### src/rtl/nae_pkg.sv
`timescale 1ns/1ps
package nae_pkg;

  typedef enum logic [1:0] {
    TGT_REG   = 2'd0,
    TGT_ACC   = 2'd1,
    TGT_PAGE  = 2'd2,
    TGT_CARRY = 2'd3
  } wr_tgt_e;

  localparam logic [3:0] OPC_AND      = 4'b1101;
  localparam logic [4:0] IND_TAIL     = 5'b10000;
  localparam logic [5:0] IMM_HEAD_LOW = 6'b110001;

  typedef struct packed {
    logic use_reg;
    logic use_imm;
    logic start_ind;
    logic start_pend;
    logic low_nib;
  } dec_t;

endpackage

### src/rtl/nae_decode.sv
`timescale 1ns/1ps
module nae_decode
  import nae_pkg::*;
(
  input  logic       valid,
  input  logic [9:0] word,
  input  logic       pend,
  output dec_t       dec
);

  always_comb begin
    dec = '0;
    dec.low_nib = word[5];
    if (valid) begin
      if (pend) begin
        dec.use_imm = 1'b1;
      end else if (word[9:6] == OPC_AND) begin
        if (!word[4]) begin
          dec.use_reg = 1'b1;
        end else if (word[4:0] == IND_TAIL) begin
          dec.start_ind = 1'b1;
        end else if (word[5:0] == IMM_HEAD_LOW) begin
          dec.start_pend = 1'b1;
        end
      end
    end
  end

endmodule

### src/rtl/nae_regfile.sv
`timescale 1ns/1ps
module nae_regfile #(
  parameter int W     = 4,
  parameter int DEPTH = 32,
  localparam int AW   = $clog2(DEPTH)
) (
  input  logic          clk,
  input  logic          rst_n,
  input  logic          wr_en,
  input  logic [AW-1:0] wr_addr,
  input  logic [W-1:0]  wr_data,
  input  logic [AW-1:0] rd_addr,
  output logic [W-1:0]  rd_data,
  output logic [W-1:0]  ptr_hi,
  output logic [W-1:0]  ptr_lo
);

  logic [W-1:0] q [DEPTH];

  for (genvar i = 0; i < DEPTH; i++) begin : g_ent
    logic         en;
    logic [W-1:0] d;

    always_comb begin
      en = wr_en && (wr_addr == AW'(i));
      d  = en ? wr_data : q[i];
    end

    always_ff @(posedge clk or negedge rst_n) begin
      if (!rst_n) q[i] <= '0;
      else        q[i] <= d;
    end
  end

  assign rd_data = q[rd_addr];
  assign ptr_hi  = q[DEPTH/2];
  assign ptr_lo  = q[0];

  // without a write the operand read at an address is unchanged next cycle
  a_r7_read_stable: assert property (@(posedge clk) disable iff (!rst_n)
    (!wr_en) |=> (rd_data == $past(rd_data)) || (rd_addr != $past(rd_addr)));

endmodule

### src/rtl/nae_acc.sv
`timescale 1ns/1ps
module nae_acc #(
  parameter int W = 4
) (
  input  logic         clk,
  input  logic         rst_n,
  input  logic         mem_en,
  input  logic [W-1:0] mem_nib,
  input  logic         op_en,
  input  logic [W-1:0] op_nib,
  input  logic         ext_en,
  input  logic [W-1:0] ext_nib,
  output logic [W-1:0] acc_q
);

  logic [W-1:0] mask;
  logic [W-1:0] acc_d;

  always_comb begin
    mask = '1;
    if (mem_en) mask = mask & mem_nib;
    if (op_en)  mask = mask & op_nib;
    acc_d = ext_en ? ext_nib : (acc_q & mask);
  end

  always_ff @(posedge clk or negedge rst_n) begin
    if (!rst_n) acc_q <= '0;
    else        acc_q <= acc_d;
  end

  // an AND can only clear accumulator bits, never set them
  a_r2_and_only_clears: assert property (@(posedge clk) disable iff (!rst_n)
    (!ext_en) |=> ((acc_q & ~$past(acc_q)) == '0));

  // a write-port load takes the written value regardless of operands
  a_r9_load_wins: assert property (@(posedge clk) disable iff (!rst_n)
    ext_en |=> (acc_q == $past(ext_nib)));

endmodule

### src/rtl/nae_top.sv
`timescale 1ns/1ps
module nae_top
  import nae_pkg::*;
#(
  parameter int NIB_W  = 4,
  parameter int WORD_W = 10,
  parameter int PAGE_W = 4,
  parameter int NREG   = 32,
  localparam int RA_W   = $clog2(NREG),
  localparam int ADDR_W = PAGE_W + 2*NIB_W
) (
  input  logic              clk,
  input  logic              rst_n,
  input  logic              fetch_valid,
  input  logic [WORD_W-1:0] fetch_word,
  output logic              pmem_rd,
  output logic [ADDR_W-1:0] pmem_addr,
  input  logic [WORD_W-1:0] pmem_data,
  input  logic              ext_wr_en,
  input  logic [1:0]        ext_wr_sel,
  input  logic [RA_W-1:0]   ext_wr_idx,
  input  logic [NIB_W-1:0]  ext_wr_data,
  output logic [NIB_W-1:0]  acc,
  output logic              carry
);

  // reset: asserted asynchronously, released on the clock
  logic rst_m_q, rst_s_q;
  always_ff @(posedge clk or negedge rst_n) begin
    if (!rst_n) begin
      rst_m_q <= 1'b0;
      rst_s_q <= 1'b0;
    end else begin
      rst_m_q <= 1'b1;
      rst_s_q <= rst_m_q;
    end
  end

  wr_tgt_e tgt;
  assign tgt = wr_tgt_e'(ext_wr_sel);

  logic wr_reg, wr_acc, wr_page, wr_carry;
  always_comb begin
    wr_reg   = ext_wr_en && (tgt == TGT_REG);
    wr_acc   = ext_wr_en && (tgt == TGT_ACC);
    wr_page  = ext_wr_en && (tgt == TGT_PAGE);
    wr_carry = ext_wr_en && (tgt == TGT_CARRY);
  end

  // decode
  logic pend_q;
  dec_t dec;

  nae_decode u_dec (
    .valid (fetch_valid),
    .word  (fetch_word),
    .pend  (pend_q),
    .dec   (dec)
  );

  // register file
  logic [NIB_W-1:0] rd_nib, ptr_hi, ptr_lo;

  nae_regfile #(.W(NIB_W), .DEPTH(NREG)) u_rf (
    .clk     (clk),
    .rst_n   (rst_s_q),
    .wr_en   (wr_reg),
    .wr_addr (ext_wr_idx),
    .wr_data (ext_wr_data),
    .rd_addr ({fetch_word[5], fetch_word[3:0]}),
    .rd_data (rd_nib),
    .ptr_hi  (ptr_hi),
    .ptr_lo  (ptr_lo)
  );

  // control state
  logic              ind_q, ind_d;
  logic              low_q, low_d;
  logic              pend_d;
  logic [PAGE_W-1:0] page_q, page_d;
  logic              carry_q, carry_d;

  always_comb begin
    ind_d   = dec.start_ind;
    low_d   = dec.start_ind ? dec.low_nib : low_q;
    pend_d  = fetch_valid ? dec.start_pend : pend_q;
    page_d  = wr_page ? ext_wr_data[PAGE_W-1:0] : page_q;
    carry_d = wr_carry ? ext_wr_data[0] : carry_q;
  end

  always_ff @(posedge clk or negedge rst_s_q) begin
    if (!rst_s_q) begin
      ind_q   <= 1'b0;
      low_q   <= 1'b0;
      pend_q  <= 1'b0;
      page_q  <= '0;
      carry_q <= 1'b0;
    end else begin
      ind_q   <= ind_d;
      low_q   <= low_d;
      pend_q  <= pend_d;
      page_q  <= page_d;
      carry_q <= carry_d;
    end
  end

  // memory port
  assign pmem_rd   = dec.start_ind;
  assign pmem_addr = {page_q, ptr_hi, ptr_lo};

  logic [NIB_W-1:0] mem_nib;
  logic [1:0]       unused_top_bits;
  assign mem_nib = low_q ? pmem_data[NIB_W-1:0] : pmem_data[2*NIB_W-1:NIB_W];
  assign unused_top_bits = pmem_data[WORD_W-1:2*NIB_W];

  // accumulator
  logic [NIB_W-1:0] op_nib;
  assign op_nib = dec.use_reg ? rd_nib : fetch_word[NIB_W-1:0];

  nae_acc #(.W(NIB_W)) u_acc (
    .clk     (clk),
    .rst_n   (rst_s_q),
    .mem_en  (ind_q),
    .mem_nib (mem_nib),
    .op_en   (dec.use_reg | dec.use_imm),
    .op_nib  (op_nib),
    .ext_en  (wr_acc),
    .ext_nib (ext_wr_data),
    .acc_q   (acc)
  );

  assign carry = carry_q;

  // the word after an immediate head never starts a memory read
  a_r3_data_not_decoded: assert property (@(posedge clk) disable iff (!rst_s_q)
    pend_q |-> !pmem_rd);

  // a read is only requested for a presented word
  a_r6_rd_needs_fetch: assert property (@(posedge clk) disable iff (!rst_s_q)
    pmem_rd |-> fetch_valid);

  // decode picks at most one action per word
  a_r2_single_action: assert property (@(posedge clk) disable iff (!rst_s_q)
    $onehot0({dec.use_reg, dec.use_imm, dec.start_ind, dec.start_pend}));

  // the carry changes only through the write port
  a_r7_carry_hold: assert property (@(posedge clk) disable iff (!rst_s_q)
    !(ext_wr_en && ext_wr_sel == 2'd3) |=> $stable(carry));

  // with nothing fetched, nothing in flight and no load, the accumulator holds
  a_r6_idle_hold: assert property (@(posedge clk) disable iff (!rst_s_q)
    (!fetch_valid && !ind_q && !(ext_wr_en && ext_wr_sel == 2'd1)) |=> $stable(acc));

endmodule

### config.mk
export PLATFORM = sky130hd
export DESIGN_NAME = nae_top
export DESIGN_NICKNAME = d
export VERILOG_FILES = /design/src/rtl/nae_pkg.sv /design/src/rtl/nae_decode.sv /design/src/rtl/nae_regfile.sv /design/src/rtl/nae_acc.sv /design/src/rtl/nae_top.sv
export SDC_FILE = /design/constraint.sdc
export NUM_CORES = 1
export LEC_CHECK = 0
export ABC_AREA = 1
export BUFFER_PORTS_ARGS = -buffer_cell sky130_fd_sc_hd__clkbuf_2
export CAP_MARGIN = 10
export CORE_MARGIN = 8
export CORE_UTILIZATION = 42
export CTS_CLUSTER_DIAMETER = 50
export CTS_CLUSTER_SIZE = 14
export DETAILED_ROUTE_END_ITERATION = 12
export GPL_ROUTABILITY_DRIVEN = 0
export GPL_TIMING_DRIVEN = 0
export PLACE_DENSITY = 0.64
export RECOVER_POWER = 25
export SLEW_MARGIN = 10
export SYNTH_ARGS = -nofsm -noshare
export SYNTH_HDL_FRONTEND = slang
export SYNTH_HIERARCHICAL = 1
export SYNTH_SLANG_ARGS = --single-unit
### constraint.sdc
create_clock -name clk -period 12.6 [get_ports clk]
set_clock_uncertainty 0.15 [all_clocks]
set_input_delay 1.26 -clock clk [delete_from_list [all_inputs] [get_ports clk]]
set_output_delay 1.26 -clock clk [all_outputs]
set_load 0.005 [all_outputs]
After elaboration in Yosys (flattened, before gate mapping)

Cells that the tools add are included.

Flip-flop bits (word level): 142
Output and inout port bits: 18

Multiplexer cells: 19
Equal/unequal tests: 37
Bitwise gates (word level): 4
$lt $le $gt $ge: 1
Reductions and logical operators: 38

Operator list:

| cell                                          | number |
|---|---|
| == test 5 bit, second input constant          | 17 |
| == test 5 x 4 -> 1 bit, second input constant | 8 |
| logical AND 1 bit                             | 36 |
| two-way mux 4 bit                             | 8 |
| binary-select mux 4 bit (select 5 bit)        | 1 |
| == test 5 x 3 -> 1 bit, second input constant | 4 |
| == test 5 x 2 -> 1 bit, second input constant | 2 |
| AND 4 bit                                     | 2 |
| two-way mux 1 bit                             | 7 |
| == test 6 bit, second input constant          | 1 |
| >= comparator 6 bit, second input constant    | 1 |
| two-way mux 2 bit                             | 3 |
| inverter 5 -> 6 bit                           | 1 |
| == test 5 x 1 -> 1 bit, second input constant | 1 |
| logical NOT 5 bit                             | 1 |
| == test 2 bit, second input constant          | 2 |
| == test 4 bit, second input constant          | 1 |
| == test 2 x 1 -> 1 bit, second input constant | 1 |
| logical NOT 2 bit                             | 1 |
| OR 1 bit                                      | 1 |

Longest topological paths before layout

Word-level depth: 12
Gate-level depth with buffers: 16
Depth with buffers taken out: 15

Hierarchy

Netlist, hierarchy kept.

Modules (own cells, without submodules):

| module      | instances | cells an instance | seq. area each (µm²) | area an instance (µm²) |
|---|---|---|---|---|
| nae_regfile | 1         | 779               | 3,203.1              | 6,054.6 |
| nae_top     | 1         | 66                | 250.2                | 511.7 |
| nae_acc     | 1         | 41                | 100.1                | 261.5 |
| nae_decode  | 1         | 22                | 0.0                  | 92.6 |

Least setup slack after synthesis

No wires, ideal clock.

Path type: input to output
From: input fetch_word[7]
To: output pmem_rd
Data required time: 11,190 ps
Arrival: 1,693 ps
Stages on the path: 5
Setup slack: 9,497 ps
Path through: inv_1 nand2_1 nor2_1 nand2_1 nor2_1

Cells in the longest elaborated chain, start to end: 4

Ends and longest elaborated chain:

| item              | RTL line         | RTL |
|---|---|---|
| start, declared   | nae_top.sv:15    | `input logic [WORD_W-1:0] fetch_word,` |
| == test 4 bit     | nae_decode.sv:17 | `end else if (word[9:6] == OPC_AND) begin` |
| two-way mux 2 bit | nae_decode.sv:17 |  |
| two-way mux 2 bit | nae_decode.sv:15 | `if (pend) begin` |
| two-way mux 4 bit | nae_decode.sv:14 | `if (valid) begin` |
| end, declared     | nae_top.sv:16    | `output logic pmem_rd,` |

No other way between the ends.

==> results.json <==
{
  "track_usage": 0.201,
  "antenna_found_initial": 0,
  "syn_inst": 908,
  "grt_max_degree": 51,
  "cp_cell_sequence": "clkbuf_1",
  "die_h_um": 144,
  "cts_hold_buffers": 0,
  "period_share": 0.348,
  "tightest_slew_ns": 2.82,
  "max_freq_ghz": 0.228,
  "dr.pass1.iters": 5,
  "row_count": 47,
  "cts_root_buffer": "clkbuf_16",
  "overflow": 0,
  "synth_nets": 943,
  "cts_tree": "yes",
  "fin_crit_ns": 4.38,
  "path_delay_family": "buffers and inverters",
  "io_pins": 53,
  "cts-buffers-inserted": 17,
  "n_fill_cell": 1638,
  "grt_pass1_wl_mm": 31.7,
  "max_stage_delay_ns": 2.09,
  "post_cts_buffers": 0,
  "synth_edf_count": 0,
  "setup_viol": 0,
  "synth_top_cell_by_area": "dfrtp_1",
  "worstSkewPairLatency_ns": 0.42,
  "cellLeakagePower_nw": 3.95,
  "yosys-top-cells-area": "dfrtp_1 51%, nand2_1 22%, o21ai_0 8.9%",
  "synth.avg_cell_area_um2": 7.62,
  "fin_area_um2": 8150,
  "path_buf_inv": 1,
  "antenna_left": 0,
  "drive_above_1_share": 0.128,
  "clk_pin_slew_worst_paths_ns": 0.06,
  "power.density_nw_per_um2": 151,
  "area_delta_synth_final_pct": 17.7,
  "irDropWorstVdd_mv": 0.106,
  "die_w_um": 144,
  "cpMaxStageDelayCell": "clkbuf_1",
  "routed_wl_mm": 20.0,
  "relSlewSlack": -0.883,
  "slew_viol_final": 99,
  "crit_type": "flip-flop to asynchronous set/reset pin",
  "ys_seq_area_frac": 0.513,
  "post_dp_cell_area_um2": 7490,
  "synthDistinctLibCells": 21,
  "busiest_layer": "met2",
  "cp.required_ns": 12.36,
  "design.die.area_um2": 20800,
  "grt_setup_unrepaired": "false",
  "start_util": 0.423,
  "cts_resized": 0,
  "async_flop_share": 1.00,
  "hold_violations": 0,
  "setup_tns_ns": 0,
  "yosysMostFrequentCell": "nand2_1",
  "cp_max_fo": 50,
  "multi_input_area_um2": 2890,
  "seqCellArea_um2": 3550,
  "h-tree-depth": 4,
  "grtUsageMet2": 0.312,
  "wire_per_inst_um": 16.5,
  "via_per_inst": 5.11,
  "cts_buffer_depth": 2,
  "vias": 6185,
  "use_met3": 0.0300,
  "violations": "capacitance limit, slew limit",
  "drc": 0,
  "dpl.hpwl_mm": 14.1,
  "crit_arrival_ns": 4.15,
  "ys_warn_count": 6,
  "drtIter0Drc": 633,
  "n_antenna_cell": 0,
  "synth_ff_type": "dfrtp_1",
  "ys_ff_latch": 142,
  "nets": 1012,
  "min_path_type": "flip-flop to flip-flop",
  "grtUsageMet1": 0.279,
  "grt_pass1_vias": 5740,
  "portBuffers": 48,
  "syn_area_um2": 6920,
  "status": "finished with violations",
  "synth_top_area_share": 0.513,
  "cts.sinks": 142,
  "max-cap-violations": 2,
  "endpoint_kind": "asynchronous set/reset pin",
  "critPathLaunchType": "flip-flop",
  "core_um2": 16300,
  "yosys-top-cells-count": "408 x nand2_1, 142 x dfrtp_1, 123 x o21ai_0"
}
metal layers:
metal / share of wire / vias to the layer above
met5: 0 / -
met4: 0.029 / 0
met3: 0.060 / 35
met2: 0.46 / 222
met1: 0.45 / 2867
li1: - / 3061
report_power, final:
part           total (mW)  switching (mW)  internal [mW]
Combinational       0.134          0.0835         0.0503
Sequential          0.520          0.0251          0.495
Clock               0.580           0.192          0.388
final cells by class:
type                            instances  share of cell area
Clock inverter                          9              0.0250
Multi-Input combinational cell        677               0.355
Inverter                               39              0.0180
Buffer                                 50              0.0405
Clock buffer                           23              0.0587
Sequential cell                       142               0.436
Timing Repair Buffer                   50              0.0332
Tap cell                              220              0.0338
state kept, by name (all words and copies together), names as in the netlist:
name,cells
pend_q,1
u_rf/q,120
rst_s_q,1
u_rf/ptr_lo,4
carry,1
u_rf/ptr_hi,4
low_q,1
page_q,4
u_acc/acc_q,4
ind_q,1
rst_m_q,1
cell families after synthesis:
logic type,Yosys count,share of synthesized area
AO/OA/AOI/OAI,130,0.0940
other,1,0.000542
buffers and inverters,89,0.0689
AND/OR/NAND/NOR,546,0.323
flip-flops,142,0.513
per-stage QoR:
stage	power (mW)	setup slack, ns	hold WS, ns	util	std cells
3_3_place_gp	0.656	6.43	0.185	0.455	1176
4_1_cts	1.24	9.15	0.201	0.500	1210
5_1_grt	1.28	7.28	0.210	0.498	1210
2_1_floorplan	0.609	8.20	0.181	-	908
3_5_place_dp	0.661	9.15	0.187	0.458	1178
6_report	1.23	8.22	0.197	0.498	1210
placed cells by master, fill, tap and decap left out, types with 3 or more instances in the layout:
master / count
buf_2: 12
buf_4: 16
buf_6: 9
bufinv_16: 6
clkbuf_1: 18
clkbuf_16: 17
clkbuf_2: 47
clkbuf_8: 3
dfrtp_1: 142
inv_1: 34
inv_2: 5
nand2_1: 408
nand3_1: 101
nand4_1: 6
nor2_1: 21
nor2_2: 4
o21ai_0: 123
o21ai_1: 7
path summary, 6_finish.rpt:
path	startpoint	to	slack (ns)	cells past startpoint
worst max-delay path	rst_s_q	u_rf/q[121]	8.22	1
worst min-delay path	rst_m_q	rst_s_q	0.20	0
worst max register to register	rst_s_q	u_rf/q[121]	8.22	1
worst min register to register	rst_m_q	rst_s_q	0.20	0
max in group clk	fetch_word[1]	pmem_rd	9.13	7
min in group asynchronous	rst_n	rst_m_q	0.46	1
Note: power is estimated with default switching activity, not from simulation.
